`src/rtl/kwdt_pkg.sv`:
```
`timescale 1ns/1ps
package kwdt_pkg;
   // target of a register write
   typedef enum logic {
      WSEL_KEY  = 1'b0,
      WSEL_CTRL = 1'b1
   } wsel_e;

   // sources that can raise a watchdog event
   typedef struct packed {
      logic timeout;
      logic bad_key;
      logic bad_chk;
   } ev_src_t;
endpackage

```
`src/rtl/kwdt_counter.sv`:
```
`timescale 1ns/1ps
module kwdt_counter #(
   parameter int CNT_W = 8
) (
   input  logic             clk,
   input  logic             rst_n,
   input  logic             hold,
   input  logic             tick,
   input  logic             clr,
   output logic [CNT_W-1:0] cnt,
   output logic             timeout
);
   localparam logic [CNT_W-1:0] CNT_MAX = '1;

   // a service clear in the same cycle as the last tick wins over the timeout
   assign timeout = tick & ~hold & ~clr & (cnt == CNT_MAX);

   always_ff @(posedge clk or negedge rst_n) begin
      if (!rst_n)          cnt <= '0;
      else if (hold | clr) cnt <= '0;
      else if (tick)       cnt <= cnt + 1'b1;
   end

   p_inc_r1: assert property (@(posedge clk) disable iff (!rst_n)
      tick && !hold && !clr && cnt != CNT_MAX |=> cnt == CNT_W'($past(cnt) + 1'b1));
   p_idle_r1: assert property (@(posedge clk) disable iff (!rst_n)
      !tick && !hold && !clr |=> $stable(cnt));
   p_wrap_r6: assert property (@(posedge clk) disable iff (!rst_n)
      timeout |=> cnt == '0);
   p_held_r9: assert property (@(posedge clk) disable iff (!rst_n)
      hold |=> cnt == '0);
endmodule

```
`src/rtl/kwdt_keytrack.sv`:
```
`timescale 1ns/1ps
module kwdt_keytrack
   import kwdt_pkg::*;
#(
   parameter int              DATA_W   = 8,
   parameter logic [DATA_W-1:0] KEY_ARM  = 8'h55,
   parameter logic [DATA_W-1:0] KEY_FIRE = 8'hAA,
   parameter int              CHK_W    = 3,
   parameter int              CHK_LSB  = 3,
   parameter logic [CHK_W-1:0] CHK_OK  = 3'b101,
   parameter int              MODE_BIT = 0
) (
   input  logic              clk,
   input  logic              rst_n,
   input  logic              hold,
   input  logic              wr_en,
   input  wsel_e             wr_sel,
   input  logic [DATA_W-1:0] wr_data,
   output logic              clr,
   output logic              bad_key,
   output logic              bad_chk,
   output logic              mode
);
   logic armed;
   logic key_wr, ctrl_wr, is_arm, is_fire, chk_ok;

   assign key_wr  = wr_en & ~hold & (wr_sel == WSEL_KEY);
   assign ctrl_wr = wr_en & ~hold & (wr_sel == WSEL_CTRL);
   assign is_arm  = (wr_data == KEY_ARM);
   assign is_fire = (wr_data == KEY_FIRE);
   assign chk_ok  = (wr_data[CHK_LSB +: CHK_W] == CHK_OK);

   assign clr     = key_wr & is_fire & armed;
   assign bad_key = key_wr & ~is_arm & ~is_fire;
   assign bad_chk = ctrl_wr & ~chk_ok;

   // tracker: armed only right after a 0x55; any other key disarms it
   always_ff @(posedge clk or negedge rst_n) begin
      if (!rst_n)      armed <= 1'b0;
      else if (hold)   armed <= 1'b0;
      else if (key_wr) armed <= is_arm;
   end

   always_ff @(posedge clk or negedge rst_n) begin
      if (!rst_n)                mode <= 1'b0;
      else if (hold)             mode <= 1'b0;
      else if (ctrl_wr & chk_ok) mode <= wr_data[MODE_BIT];
   end

   p_clr_disarm_r2: assert property (@(posedge clk) disable iff (!rst_n)
      clr |=> !armed);
   p_bad_disarm_r4: assert property (@(posedge clk) disable iff (!rst_n)
      bad_key |=> !armed);
   p_mode_kept_r5: assert property (@(posedge clk) disable iff (!rst_n)
      bad_chk |=> $stable(mode));
   p_defaults_r9: assert property (@(posedge clk) disable iff (!rst_n)
      hold |=> !armed && !mode);
endmodule

```
`src/rtl/kwdt_action.sv`:
```
`timescale 1ns/1ps
module kwdt_action #(
   parameter int IRQ_LEN = 512,
   parameter int RST_LEN = 8
) (
   input  logic clk,
   input  logic rst_n,
   input  logic event_i,
   input  logic mode,
   output logic irq_n,
   output logic wdrst_n,
   output logic hold
);
   localparam int IRQ_W = $clog2(IRQ_LEN + 1);
   localparam int RST_W = $clog2(RST_LEN + 1);

   logic [IRQ_W-1:0] irq_cnt;
   logic             irq_busy, rst_busy, fire;

   assign irq_busy = (irq_cnt != '0);
   // events during either pulse are not captured
   assign fire     = event_i & ~irq_busy & ~rst_busy;

   always_ff @(posedge clk or negedge rst_n) begin
      if (!rst_n)           irq_cnt <= '0;
      else if (fire & mode) irq_cnt <= IRQ_W'(IRQ_LEN);
      else if (irq_busy)    irq_cnt <= irq_cnt - 1'b1;
   end

   generate
      if (RST_LEN == 1) begin : g_rst_flop
         always_ff @(posedge clk or negedge rst_n) begin
            if (!rst_n) rst_busy <= 1'b0;
            else        rst_busy <= fire & ~mode;
         end
      end else begin : g_rst_cnt
         logic [RST_W-1:0] rst_cnt;
         always_ff @(posedge clk or negedge rst_n) begin
            if (!rst_n)            rst_cnt <= '0;
            else if (fire & ~mode) rst_cnt <= RST_W'(RST_LEN);
            else if (rst_cnt != '0) rst_cnt <= rst_cnt - 1'b1;
         end
         assign rst_busy = (rst_cnt != '0);
      end
   endgenerate

   assign irq_n   = ~irq_busy;
   assign wdrst_n = ~rst_busy;
   assign hold    = rst_busy;

   // run length of the low interrupt level, used only by p_irq_len_r7
   logic [IRQ_W:0] low_run;
   always_ff @(posedge clk or negedge rst_n) begin
      if (!rst_n)      low_run <= '0;
      else if (!irq_n) low_run <= low_run + 1'b1;
      else             low_run <= '0;
   end

   p_irq_start_r7: assert property (@(posedge clk) disable iff (!rst_n)
      event_i && irq_n && wdrst_n && mode |=> !irq_n);
   p_irq_len_r7: assert property (@(posedge clk) disable iff (!rst_n)
      $rose(irq_n) |-> low_run == (IRQ_W+1)'(IRQ_LEN));
   p_drop_r8: assert property (@(posedge clk) disable iff (!rst_n)
      event_i && !irq_n |=> wdrst_n);
   p_excl_r8: assert property (@(posedge clk) disable iff (!rst_n)
      irq_n || wdrst_n);
   p_rst_start_r9: assert property (@(posedge clk) disable iff (!rst_n)
      event_i && irq_n && wdrst_n && !mode |=> !wdrst_n);
endmodule

```
`src/rtl/kwdt_top.sv`:
```
`timescale 1ns/1ps
module kwdt_top
   import kwdt_pkg::*;
#(
   parameter int               DATA_W   = 8,
   parameter int               CNT_W    = 8,
   parameter logic [DATA_W-1:0] KEY_ARM  = 8'h55,
   parameter logic [DATA_W-1:0] KEY_FIRE = 8'hAA,
   parameter int               CHK_W    = 3,
   parameter int               CHK_LSB  = 3,
   parameter logic [CHK_W-1:0]  CHK_OK   = 3'b101,
   parameter int               MODE_BIT = 0,
   parameter int               IRQ_LEN  = 512,
   parameter int               RST_LEN  = 8
) (
   input  logic              clk,
   input  logic              rst_n,
   input  logic              tick_en,
   input  logic              wr_en,
   input  logic              wr_sel,
   input  logic [DATA_W-1:0] wr_data,
   output logic [CNT_W-1:0]  cnt_o,
   output logic              irq_n,
   output logic              wdrst_n
);
   // elaboration-time parameter checks
   if (CNT_W < 2)                    begin : g_bad_cnt  $error("CNT_W must be at least 2");      end
   if (IRQ_LEN < 1)                  begin : g_bad_irq  $error("IRQ_LEN must be positive");      end
   if (RST_LEN < 1)                  begin : g_bad_rst  $error("RST_LEN must be positive");      end
   if (CHK_LSB + CHK_W > DATA_W)     begin : g_bad_chk  $error("check field exceeds data");      end
   if (MODE_BIT >= DATA_W)           begin : g_bad_mode $error("mode bit outside data");         end
   if (MODE_BIT >= CHK_LSB && MODE_BIT < CHK_LSB + CHK_W)
                                     begin : g_ovl_mode $error("mode bit overlaps check field"); end
   if (KEY_ARM == KEY_FIRE)          begin : g_bad_key  $error("keys must differ");              end

   ev_src_t src;
   logic    hold, clr, mode, ev;

   kwdt_counter #(.CNT_W(CNT_W)) u_cnt (
      .clk     (clk),
      .rst_n   (rst_n),
      .hold    (hold),
      .tick    (tick_en),
      .clr     (clr),
      .cnt     (cnt_o),
      .timeout (src.timeout)
   );

   kwdt_keytrack #(
      .DATA_W   (DATA_W),
      .KEY_ARM  (KEY_ARM),
      .KEY_FIRE (KEY_FIRE),
      .CHK_W    (CHK_W),
      .CHK_LSB  (CHK_LSB),
      .CHK_OK   (CHK_OK),
      .MODE_BIT (MODE_BIT)
   ) u_key (
      .clk     (clk),
      .rst_n   (rst_n),
      .hold    (hold),
      .wr_en   (wr_en),
      .wr_sel  (wsel_e'(wr_sel)),
      .wr_data (wr_data),
      .clr     (clr),
      .bad_key (src.bad_key),
      .bad_chk (src.bad_chk),
      .mode    (mode)
   );

   assign ev = |src;

   kwdt_action #(.IRQ_LEN(IRQ_LEN), .RST_LEN(RST_LEN)) u_act (
      .clk     (clk),
      .rst_n   (rst_n),
      .event_i (ev),
      .mode    (mode),
      .irq_n   (irq_n),
      .wdrst_n (wdrst_n),
      .hold    (hold)
   );

   p_reset_out_r10: assert property (@(posedge clk) disable iff (!rst_n)
      $rose(rst_n) |-> cnt_o == '0 && irq_n && wdrst_n);
endmodule

```
`config.mk`:
```
export PLATFORM = sky130hd
export DESIGN_NAME = kwdt_top
export DESIGN_NICKNAME = d
export VERILOG_FILES = /design/src/rtl/kwdt_pkg.sv /design/src/rtl/kwdt_counter.sv /design/src/rtl/kwdt_keytrack.sv /design/src/rtl/kwdt_action.sv /design/src/rtl/kwdt_top.sv
export SDC_FILE = /design/constraint.sdc
export NUM_CORES = 1
export LEC_CHECK = 0
export ABC_AREA = 1
export BUFFER_PORTS_ARGS = -buffer_cell sky130_fd_sc_hd__buf_2
export CORE_MARGIN = 10
export CORE_UTILIZATION = 38
export DETAILED_ROUTE_END_ITERATION = 8
export SETUP_SLACK_MARGIN = 0.2
export SYNTH_ARGS = -nofsm -noshare
export SYNTH_HDL_FRONTEND = slang
export SYNTH_HIERARCHICAL = 1
export SYNTH_SLANG_ARGS = --single-unit
```
`constraint.sdc`:
```
create_clock -name clk -period 2 [get_ports clk]
set_input_delay 0.2 -clock clk [delete_from_list [all_inputs] [get_ports clk]]
set_output_delay 0.2 -clock clk [all_outputs]
set_load 0.03 [all_outputs]
```
Word level (Yosys, flattened, before mapping) --
Index checks and enable logic that the tools add are counted.
Operators by class: add/subtract/negate cells 3, multipliers 0, div/mod/pow operators 0, $lt $le $gt $ge 0, equal/unequal tests 4, shift operators 0, mux-type cells 10, bitwise operators 25, reductions and logical operators 8
Operators by type and width (number):
- two-way mux 10 bit | 2
- AND 1 bit | 16
- == test 8 bit (second input constant) | 2
- two-way mux 8 bit | 2
- nonzero test 10 bit | 1
- nonzero test 2 bit | 5
- subtractor 10 x 1 -> 10 bit (second input constant) | 1
- adder 8 x 1 -> 8 bit (second input constant) | 1
- == test 8 x 7 -> 1 bit (second input constant) | 1
- two-way mux 4 bit | 2
- NOT 1 bit | 8
- two-way mux 1 bit | 4
- nonzero test 4 bit | 1
- subtractor 4 x 1 -> 4 bit (second input constant) | 1
- == test 3 bit (second input constant) | 1
- OR reduction 3 bit | 1
- bitwise OR 1 bit | 1
Storage, ports and cells: register bits after elaboration 24, latch bits 0, memory bits (writable) 0, ROM bits 0, output and inout bits 10, word-level logic and storage cells 55, memories 0

Logic depth before layout (Yosys ltp) --
Gate-level depths: netlist of the first run.
word-level depth 14, mapped depth 18, gate-level depth less buffers 18

Cells and area by module --
The synthesis of the first run kept the hierarchy.
Modules (own cells, without submodules):
- kwdt_action | instances 1, cells each 119, area each 862.1 sq um, sequential area each 350.3 sq um
- kwdt_counter | instances 1, cells each 53, area each 422.9 sq um, sequential area each 200.2 sq um
- kwdt_keytrack | instances 1, cells each 41, area each 220.2 sq um, sequential area each 50.0 sq um
- kwdt_top | instances 1, cells each 3, area each 11.3 sq um, sequential area each 0.0 sq um

Worst setup path before layout of the first run --
OpenSTA, ideal clock, no wires.
path type flip-flop to flip-flop, start point register u_act.g_rst_cnt.rst_cnt[0], end point register u_act.g_rst_cnt.rst_cnt[0], arrival time 2009 ps, path slack -128 ps, stages on the path, launching flop included 19, path buffers 0, cell sequence dfrtp_1 inv_1 ha_1 nand2_1 inv_2 nand3_2 inv_2 nand2_1 nor3_2 nor2_2 inv_1 nor3b_2 inv_1 nand2_1 inv_1 nor2_1 nand3_2 nand3_1 nand2_1
RTL lines:
- start, declared | line kwdt_action.sv:37 | logic [RST_W-1:0] rst_cnt;
- start signal, assigned | line kwdt_action.sv:40 | else if (fire & ~mode) rst_cnt <= RST_W'(RST_LEN);
- start signal, assigned | line kwdt_action.sv:41 | else if (rst_cnt != '0) rst_cnt <= rst_cnt - 1'b1;

==> run_results.csv, run 1 <==
group,metric,value,unit
outcome,status,"complete, no violations",
synth,synth_top_cell_by_area,"dfrtp_1",
synth,synth_warnings,6,
sta,worst_pin_slew,0.5647,ns
setup_path,cp_num_buf_inv,6,
routing,ant_nets,0,
global_routing,grt_max_degree,25,
setup_path,critPathKind,"register to register",
global_routing,antenna_found_initial,0,
setup_path,rr_worst_depth,18,
setup_path,end_kind,"register",
setup_path,start_kind,"register",
sta,max-slew-margin-rel,62.35,%
global_routing,use_met1,12.00,%
sta,tns,0,ns
sta,fin_hold_ws,0.1951,ns
setup_path,regToRegStartpoint,"u_act/g_rst_cnt.rst_cnt[0]",
floorplanning,start_util,40.21,%
place,place_congestion,0.7620,
setup_path,max_stage_delay,0.38,ns
synth,synth-seq-cells,24,
sta,timing.final.crit_share,92.53,%
synth,syn_area_per_cell,7.021,um^2
finish,n_fill_cell,359,
routing,dr.pass1.iters,4,
job,maxCapViolations,0,
setup_path,rrSetupSlack,0.15,ns
sta,rsz0062_at_grt,"true",
routing,drt-wirelength-per-cell,11.03,um
routing,drc,0,
global_routing,grt.total_usage,9.806,%
global_routing,grt_first_pass_wirelength,5.885,mm
routing,vias,1364,
setup_path,required,2.17,ns
synth,synthCells,216,
routing,wl,3.396,mm
finish,drive_gt1_share,29.62,%
worst_hold_path,whs_endpoint,"u_key/mode",
global_routing,grt_util_met3,2.441,%
finish,final_util,52.62,%
sta,fmax,540.4,MHz
clock_tree,cts_tree,"built",
setup_path,crit_family,"simple AND/OR/NAND/NOR gates",
global_routing,grt-ovfl-total,0,
setup_path,crit_arrival,2.02,ns
sta,skew,0.004422,ns
setup_path,cp_slowest_cell,"dfrtp_1",
floorplanning,die_h,83.17,um
worst_hold_path,min_path_type,"input pin to register",
clock_tree,cts_sinks,24,
synth,yosysUniqueCellTypes,23,
floorplanning,rows,22,
setup_path,r2r-end,"u_act/irq_cnt[0]",
synth,synthesis.nets,234,
power,power,1.481,mW
setup_path,cp_common_cell,"inv_2",
place,io_buffers,22,
global_routing,use_met2,16.06,%
power,p_leak,1.065,nW
synth,ys_top_cells_by_area,"dfrtp_1 (40%), nand2_1 (15%), inv_1 (9.7%)",
routing,vias_per_cell,4.429,
synth,netlist.area_leader.share,39.60,%
floorplanning,die_x,83.17,um
worst_hold_path,worstHoldStart,"wr_data[0]",
synth,mappedNetlistArea,0.001516,mm^2
routing,dr.first_iter.drc_count,54,
clock_tree,ctsLongestPathBuffers,2,
clock_tree,root_buffer,"clkbuf_8",
clock_tree,worstSkewPairLatency,0.27,ns
sta,finalMaxSlewViolations,0,
place,hpwl,2.464,mm
clock_tree,htree_levels,1,
power,p_per_area,746.5,mW/mm^2
finish,n_antenna_cell,0,
global_routing,grt_pass1_vias,1389,
worst_hold_path,min_path_cells,3,
finish,layout_common_cells,"nand2_1 (57), inv_1 (35), nor2_1 (29)",
setup_path,cp_max_fo,3,
sta,min_period,1.851,ns
clock_tree,clk_pin_slew,0.09,ns
synth,synth.yosys.seq_area_share,39.60,%
power,irDropWorstVdd,0.0004832,V
finish,final_common_cell,"nand2_1",
floorplanning,die_area,0.006917,mm^2
setup_path,crit_path_cell_trace,"inv_2 -> ha_4 -> nand2_4 -> inv_4 -> nand3_4 -> inv_4 -> nand2_2 -> nor3_2 -> nor2_2 -> inv_2 -> nor3b_2 -> inv_1 -> nand2_1 -> inv_2 -> nor2_4 -> nand3_2 -> nand3_1 -> nand2_1",
clock_tree,cts_buffers,3,
finish,fin_nets,279,
floorplanning,pin_count,23,
finish,syn_to_final_growth,30.86,%
sta,setup_violations,0,
global_routing,grt.busiest_layer,"met2",
sta,finalHoldViolCount,0,
floorplanning,coreArea,0.003771,mm^2
worst max path at each step:
stage	depth (start not counted)	start	slack (ns)	endpoint
2_1_floorplan	18	u_act/g_rst_cnt.rst_cnt[0]	0.04	u_act/g_rst_cnt.rst_cnt[0]
3_3_place_gp	18	u_act/g_rst_cnt.rst_cnt[0]	0.11	u_act/irq_cnt[0]
3_5_place_dp	18	u_act/g_rst_cnt.rst_cnt[0]	0.08	u_act/g_rst_cnt.rst_cnt[0]
4_1_cts	18	u_act/g_rst_cnt.rst_cnt[0]	0.13	u_act/g_rst_cnt.rst_cnt[0]
5_1_grt	18	u_act/g_rst_cnt.rst_cnt[0]	0.01	u_act/irq_cnt[0]
6_report	18	u_act/g_rst_cnt.rst_cnt[0]	0.15	u_act/irq_cnt[0]
per-layer routing:
metal | wire length [um] | up-vias
li1 | - | 747
met1 | 1614 | 591
met2 | 1638 | 22
met3 | 96 | 4
met4 | 47 | 0
met5 | 0 | -
power breakdown:
group	switching [mW]	leakage (nW)	internal [mW]
Combinational	0.302	0.738	0.134
Clock	0.159	0.0357	0.268
Sequential	0.0663	0.291	0.553
synth_stat cells:
| library cell | instances |
|---|---|
| nand2_1 | 60 |
| inv_1 | 39 |
| nor2_1 | 31 |
| dfrtp_1 | 24 |
| nand3_1 | 16 |
| a21oi_1 | 6 |
| ha_1 | 5 |
| nand3_2 | 4 |
| nor2_4 | 4 |
| o21ai_1 | 4 |
| nor2_2 | 3 |
| nor3_1 | 3 |
| o21ai_0 | 3 |
| inv_2 | 2 |
| nand2_2 | 2 |
| nand4_1 | 2 |
| or2_2 | 2 |
| a21boi_1 | 1 |
| a21oi_2 | 1 |
| nor3_2 | 1 |
| nor3b_2 | 1 |
| xnor2_1 | 1 |
| xor2_1 | 1 |
tightest hold or removal path, delay by kind of cell:
kind | cells | cell delay, ns
simple gates | 2 | 0.13
buf+inv | 1 | 0.10
cell type report:
cell class | count | area, um^2 | share of cell area [%]
Sequential cell | 24 | 600.6 | 30.26
Multi-Input combinational cell | 151 | 835.8 | 42.12
Inverter | 41 | 158.9 | 8.008
Timing Repair Buffer | 40 | 257.7 | 12.99
Clock inverter | 1 | 30.03 | 1.513
Clock buffer | 3 | 41.29 | 2.081
Tap cell | 48 | 60.06 | 3.026
state kept, by name, indices dropped and copies added (netlist names):
signal,count
u_act/g_rst_cnt.rst_cnt,4
u_act/irq_cnt,10
u_key/armed,1
u_cnt/cnt,8
u_key/mode,1
logic make-up (layout without fill, tap and decap cells):
| group | count (synthesis) | after routing | synth area share [%] |
|---|---|---|---|
| simple gates | 129 | 129 | 39.60 |
| buf+inv | 41 | 85 | 10.15 |
| flops | 24 | 24 | 39.60 |
| compound gates | 15 | 15 | 5.363 |
| fa+ha+maj | 5 | 5 | 4.125 |
| xor+xnor | 2 | 2 | 1.155 |
per-stage QoR:
step,setup WS (ns),area (um^2),instances
after floorplan,0.04319,1541,216
final,0.1495,1984,308
after detailed placement,0.08253,1727,288
after global placement,0.1139,1727,288
after global routing,0.01351,1984,308
after CTS,0.1323,1888,302
repair_timing:
item                                    CTS  global route
endpoints found under the hold margin    24             0
gates resized for setup                   4            13
endpoints found under the setup margin    7             8
pin swaps                                 9             7
hold buffers                              1             0
setup buffers                             9             6
Note: power is estimated with default switching activity, not from simulation.
==> run 2: changes to the inputs <==
--- a/config.mk
+++ b/config.mk
@@ -13,5 +13,4 @@
 export SETUP_SLACK_MARGIN = 0.2
 export SYNTH_ARGS = -nofsm -noshare
 export SYNTH_HDL_FRONTEND = slang
-export SYNTH_HIERARCHICAL = 1
 export SYNTH_SLANG_ARGS = --single-unit
==> run_results.csv, run 2 <==
group,metric,value,unit
place,place_area,0.001618,mm^2
setup_path,required,1.80,ns
routing,wl,2.922,mm
finish,fin_nets,234,
clock_tree,cts_sinks,24,
sta,fmax,575.3,MHz
synth,ys_async_sr_fraction,100.0,%
global_routing,grt_first_pass_wirelength,5.092,mm
finish,n_fill_cell,368,
power,switching_share,33.30,%
synth,synth_top_cell_by_area,"dfrtp_1",
synth,synth_top_family_by_area,"simple AND/OR/NAND/NOR gates",
floorplanning,die_h,81.67,um
global_routing,grt_max_degree,25,
routing,drt-wirelength-per-cell,11.07,um
synth,synthesis.nets,201,
routing,dr.first_iter.drc_count,68,
synth,mappedNetlistArea,0.001445,mm^2
clock_tree,ctsLongestPathBuffers,2,
setup_path,cp_max_fo,4,
global_routing,grt.total_usage,9.539,%
synth,yosysUniqueCellTypes,26,
sta,tns,0,ns
sta,setup_violations,0,
synth,netlist_top_cells_count,"nand2_1 (38), inv_1 (34), dfrtp_1 (24), nor2_1 (21), o21ai_0 (12)",
sta,setup_ws,0.2618,ns
clock_tree,worstSkewPairLatency,0.26,ns
power,p_comb_share,23.7,%
clock_tree,clk_pin_slew,0.08,ns
synth,synth-seq-cells,24,
synth,synth-xor-area-share,7.879,%
finish,final_common_cell,"nand2_1",
power,pwr-share-seq,49.2,%
finish,design_area,0.001742,mm^2
synth,synth_fa_ha_area_share,3.463,%
power,irDropWorstVdd,0.0004801,V
synth,syn_area_per_cell,7.854,um^2
finish,drive_gt1_share,24.07,%
place,place_ws,0.3867,ns
synth,synth-edff-count,0,
finish,final_util,47.57,%
power,p_per_area,697.3,mW/mm^2
outcome,status,"complete, no violations",
clock_tree,root_buffer,"clkbuf_8",
floorplanning,start_util,39.47,%
sta,rsz0062_at_grt,"true",
sta,finalMaxSlewViolations,0,
power,clockPowerShare,27.0,%
finish,seqCellArea,600.6,um^2
sta,timing.final.crit_share,86.91,%
floorplanning,coreArea,0.003661,mm^2
routing,dr.pass1.iters,4,
floorplanning,pin_count,23,
place,io_buffers,22,
floorplanning,rows,22,
floorplanning,die_area,0.006670,mm^2
finish,n_antenna_cell,0,
synth,ys_top_cells_by_area,"dfrtp_1 (42%), nand2_1 (9.9%), inv_1 (8.8%)",
synth,muxShareOfSynthArea,0.6926,%
clock_tree,cts_buffers,3,
synth,synth.yosys.seq_area_share,41.56,%
routing,vias,1183,
global_routing,grt_pass1_vias,1197,
job,maxCapViolations,0,
synth,ys.flop_type,"dfrtp_1",
finish,layout_common_cells,"nand2_1 (38), inv_1 (32), dfrtp_1 (24)",
place,hpwl,2.262,mm
finish,syn_to_final_growth,20.52,%
sta,finalHoldViolCount,0,
sta,skew,0.001967,ns
routing,vias_per_cell,4.481,
power,p_leak,0.8770,nW
synth,synth_compound_area_share,5.195,%
power,power.internal,0.8100,mW
sta,fin_hold_ws,0.1969,ns
setup_path,critPathKind,"register to output port",
setup_path,crit_path_cell_trace,"inv_1 -> ha_2 -> nand3b_1 -> inv_2 -> nand3_4 -> nor2_4 -> nand2_4 -> clkinv_4 -> buf_6",
power,p_switching,0.4044,mW
finish,largest_register,"u_act.irq_cnt",
synth,synthCells,184,
finish,largest_register_ffs,10,
sta,min_period,1.738,ns
sta,max-slew-margin-rel,64.75,%
clock_tree,htree_levels,1,
synth,netlist.area_leader.share,41.56,%
worst_hold_path,min_path_type,"input pin to register",
finish,multi_input_comb_area,711.9,um^2
finish,reg_top3,"u_act.irq_cnt x10, u_cnt.cnt x8, u_act.g_rst_cnt.rst_cnt x4",
setup_path,end_kind,"output port",
global_routing,grt-ovfl-total,0,
place,place_congestion,0.7385,
setup_path,cp_slowest_cell,"dfrtp_1",
synth,synth-simple-area-share,31.17,%
clock_tree,cts_tree,"built",
setup_path,start_kind,"register",
routing,ant_nets,0,
global_routing,antenna_found_initial,0,
routing,drc,0,
sta,worst_pin_slew,0.5287,ns
setup_path,max_stage_delay,0.41,ns
floorplanning,die_x,81.67,um
synth,synth_warnings,0,
synth,synth.most_common_cell,"nand2_1",
setup_path,crit_arrival,1.54,ns
run 2: timing repair:
action	4_1_cts	5_1_grt
gates resized for setup	5	4
hold buffers	1	0
pin swaps	1	1
buffers inserted	3	2
hold endpoints to repair	24	0
setup endpoints to repair	1	2
run 2: path summary, 6_finish.rpt:
| check | from | endpoint | slack, ns | cells past startpoint |
|---|---|---|---|---|
| worst min-delay path | wr_data[0] | u_key.mode | 0.20 | 3 |
| worst max register to register | u_act.irq_cnt[1] | u_act.g_rst_cnt.rst_cnt[0] | 0.36 | 10 |
| min in group asynchronous | rst_n | u_act.irq_cnt[7] | 0.44 | 2 |
| worst max-delay path | u_act.irq_cnt[1] | irq_n | 0.26 | 9 |
| worst min register to register | u_act.g_rst_cnt.rst_cnt[0] | u_act.g_rst_cnt.rst_cnt[0] | 0.54 | 2 |
| max in group asynchronous | rst_n | u_act.irq_cnt[3] | 1.20 | 2 |
run 2: area by class of cell:
class / instances / area share (%)
timing repair buffer: 29 / 9.986
tap: 48 / 3.448
multi-input combinational: 123 / 40.88
sequential: 24 / 34.48
clock buffer: 4 / 3.161
inverter: 36 / 8.046
run 2: kinds of logic after synthesis:
family | count (synthesis)
AO/OA/AOI/OAI | 15
XOR/XNOR | 13
adder cells (fa/ha/maj) | 4
buffers and inverters | 37
flip-flops | 24
multiplexers | 1
AND/OR/NAND/NOR | 90
run 2: power groups by stage:
stage	clock network [mW]	registers, mW	logic (mW)
after global routing	0.367	0.611	0.325
after global placement	0	0.607	0.290
after detailed placement	0	0.608	0.292
final	0.328	0.598	0.288
after CTS	0.343	0.598	0.294
after floorplan	0	0.684	0.106
run 2: critical path, delay by kind of cell, from the launching register on:
family        cells  cell delay [ns]
flops             1             0.41
buf+inv           4             0.34
fa+ha+maj         1             0.17
simple gates      4             0.35
run 2: per-stage QoR:
| step | instances | total power [mW] |
|---|---|---|
| floorplan | 184 | 0.7910 |
| global placement | 254 | 0.8965 |
| detailed placement | 254 | 0.8999 |
| CTS | 262 | 1.235 |
| global route | 264 | 1.302 |
| finish | 264 | 1.214 |
run 2: routing by layer:
metal / routed length, um / GRT usage, %
met4: 16 / 2.041
met5: 0 / 0
met3: 162 / 3.821
met2: 1409 / 16.03
met1: 1334 / 11.24
==> run 3: changes to the inputs <==
==> constraint.sdc (replaced) <==
create_clock -name clk -period 1.72 [get_ports clk]
set_input_delay 0.172 -clock clk [delete_from_list [all_inputs] [get_ports clk]]
set_output_delay 0.172 -clock clk [all_outputs]
set_load 0.03 [all_outputs]
==> run_results.csv, run 3 (same netlist as run 2, synthesis figures left out) <==
group,metric,value,unit
routing,drc,0,
setup_path,startpoint,"u_act.irq_cnt[0]",
global_routing,grt.total_usage,10.26,%
floorplanning,die_h,81.67,um
finish,n_fill_cell,377,
routing,dr.pass1.iters,4,
routing,drt-wirelength-per-cell,11.49,um
setup_path,rr_worst_depth,11,
finish,reg_top3,"u_act.irq_cnt x10, u_cnt.cnt x8, u_act.g_rst_cnt.rst_cnt x4",
routing,wl,3.161,mm
setup_path,cp_slowest_cell,"dfrtp_1",
setup_path,max_stage_delay,0.40,ns
finish,seqCellArea,600.6,um^2
setup_path,cp_num_buf_inv,4,
outcome,status,"complete, no violations",
finish,final_common_cell,"nand2_1",
place,place_congestion,0.8205,
routing,ant_nets,0,
global_routing,grt_max_degree,25,
floorplanning,pin_count,23,
global_routing,use_met2,18.33,%
setup_path,crit_path_cell_trace,"inv_2 -> ha_4 -> nand3b_1 -> inv_2 -> nand3_4 -> nor2_4 -> nand2_4 -> clkinv_4 -> buf_6",
sta,min_period,1.672,ns
setup_path,r2r-end,"u_act.irq_cnt[4]",
clock_tree,clk_pin_slew,0.09,ns
finish,syn_to_final_growth,31.60,%
finish,largest_register,"u_act.irq_cnt",
sta,worst_pin_slew,0.5482,ns
sta,finalMaxSlewViolations,0,
setup_path,cp_common_cell,"inv_2",
place,place_area,0.001618,mm^2
worst_hold_path,min_path_type,"input pin to register",
global_routing,grt_first_pass_wirelength,5.471,mm
setup_path,start_kind,"register",
setup_path,required,1.55,ns
setup_path,crit_end,"irq_n",
job,maxCapViolations,0,
sta,fin_hold_ws,0.1707,ns
sta,max-slew-margin-rel,63.45,%
clock_tree,cts_sinks,24,
finish,largest_register_ffs,10,
global_routing,use_met1,11.76,%
place,hpwl,2.260,mm
power,p_per_area,744.2,mW/mm^2
setup_path,critPathKind,"register to output port",
power,irDropWorstVdd,0.0005071,V
setup_path,rrSetupSlack,0.11,ns
clock_tree,ctsLongestPathBuffers,2,
global_routing,grt_util_met3,2.948,%
finish,drive_gt1_share,31.72,%
global_routing,grt.busiest_layer,"met2",
clock_tree,cts_buffers,3,
routing,vias_per_cell,4.513,
clock_tree,worstSkewPairLatency,0.26,ns
clock_tree,cts_tree,"built",
setup_path,crit_family,"flip-flops",
setup_path,cp_max_fo,2,
finish,design_area,0.001902,mm^2
sta,fmax,598.0,MHz
setup_path,end_kind,"output port",
finish,layout_common_cells,"nand2_1 (35), inv_1 (27), dfrtp_1 (24)",
floorplanning,start_util,39.47,%
setup_path,crit_arrival,1.50,ns
sta,finalHoldViolCount,0,
setup_path,regToRegStartpoint,"u_act.irq_cnt[0]",
sta,rsz0062_at_grt,"true",
floorplanning,rows,22,
routing,vias,1241,
place,io_buffers,22,
clock_tree,htree_levels,1,
routing,dr.first_iter.drc_count,31,
sta,skew,0.001232,ns
finish,fin_nets,245,
global_routing,antenna_found_initial,0,
floorplanning,coreArea,0.003661,mm^2
sta,setup_violations,0,
floorplanning,die_area,0.006670,mm^2
sta,tns,0,ns
worst_hold_path,min_path_cells,3,
sta,timing.final.crit_share,97.22,%
finish,n_antenna_cell,0,
setup_path,path_depth,9,
clock_tree,root_buffer,"clkbuf_8",
finish,multi_input_comb_area,778.2,um^2
global_routing,grt-ovfl-total,0,
floorplanning,die_x,81.67,um
global_routing,grt_pass1_vias,1247,
power,p_leak,0.9428,nW
-- run 3: cell types whose count changed in the layout (fill, tap and decap cells not counted), moves of 3 or more --
cell     before  now
buf_4         7   15
inv_1        32   27
buf_6         1    4
nand2_1      38   35
inv_2         3    8
-- run 3: where the power goes --
part           switching (mW)  total [mW]  internal, mW  leakage (nW)
Sequential             0.0731       0.694         0.621         0.289
Combinational           0.218       0.335         0.117         0.625
Clock                   0.182       0.386         0.204        0.0288
Total                   0.472        1.42         0.943         0.943
-- run 3: what timing repair did --
action | 4_1_cts | 5_1_grt
buffers inserted | 11 | 5
resized for setup | 18 | 11
hold endpoints to repair | 24 | 0
cloned | 0 | 0
pin swaps | 3 | 5
setup endpoints to repair | 14 | 21
hold buffers | 1 | 0
-- run 3: area by class of cell --
cell class	instances	area share, %
inverter	36	7.368
timing repair buffer	40	14.08
sequential	24	31.58
clock buffer	4	2.895
multi-input combinational	123	40.92
tap	48	3.158
-- run 3: worst register-to-register path, cell delays in order, from the launching register on --
cell	delay (ns)
dfrtp_1	0.40
inv_2	0.09
ha_4	0.15
nand3b_1	0.09
inv_2	0.09
nand3_4	0.07
nor2_4	0.12
nand2_4	0.07
buf_4	0.16
nand2_1	0.07
xor2_1	0.16
inv_1	0.05
-- run 3: routing by layer --
| layer | share of wire (%) | wire length, um |
|---|---|---|
| met1 | 44 | 1392 |
| met2 | 52 | 1628 |
| met3 | 3.5 | 112 |
| met4 | 0.85 | 27 |
| met5 | 0 | 0 |
-- run 3: worst min-delay path by stage --
stage          slack [ns]                         end       start
3_5_place_dp         0.19            u_act.irq_cnt[8]       rst_n
6_report             0.17                  u_key.mode  wr_data[0]
4_1_cts              0.17                  u_key.mode  wr_data[0]
3_3_place_gp         0.19            u_act.irq_cnt[8]       rst_n
5_1_grt              0.17                  u_key.mode  wr_data[0]
2_1_floorplan       -0.12  u_act.g_rst_cnt.rst_cnt[0]       rst_n
-- run 3: metrics by stage --
step | total power [mW] | setup WS (ns) | instances | utilization (%)
floorplan | 0.9198 | 0.2112 | 184 | -
global placement | 1.042 | 0.1548 | 254 | 44.19
detailed placement | 1.042 | 0.1133 | 254 | 44.19
CTS | 1.438 | 0.03007 | 270 | 49.66
global route | 1.503 | -0.04556 | 275 | 51.95
finish | 1.415 | 0.04774 | 275 | 51.95
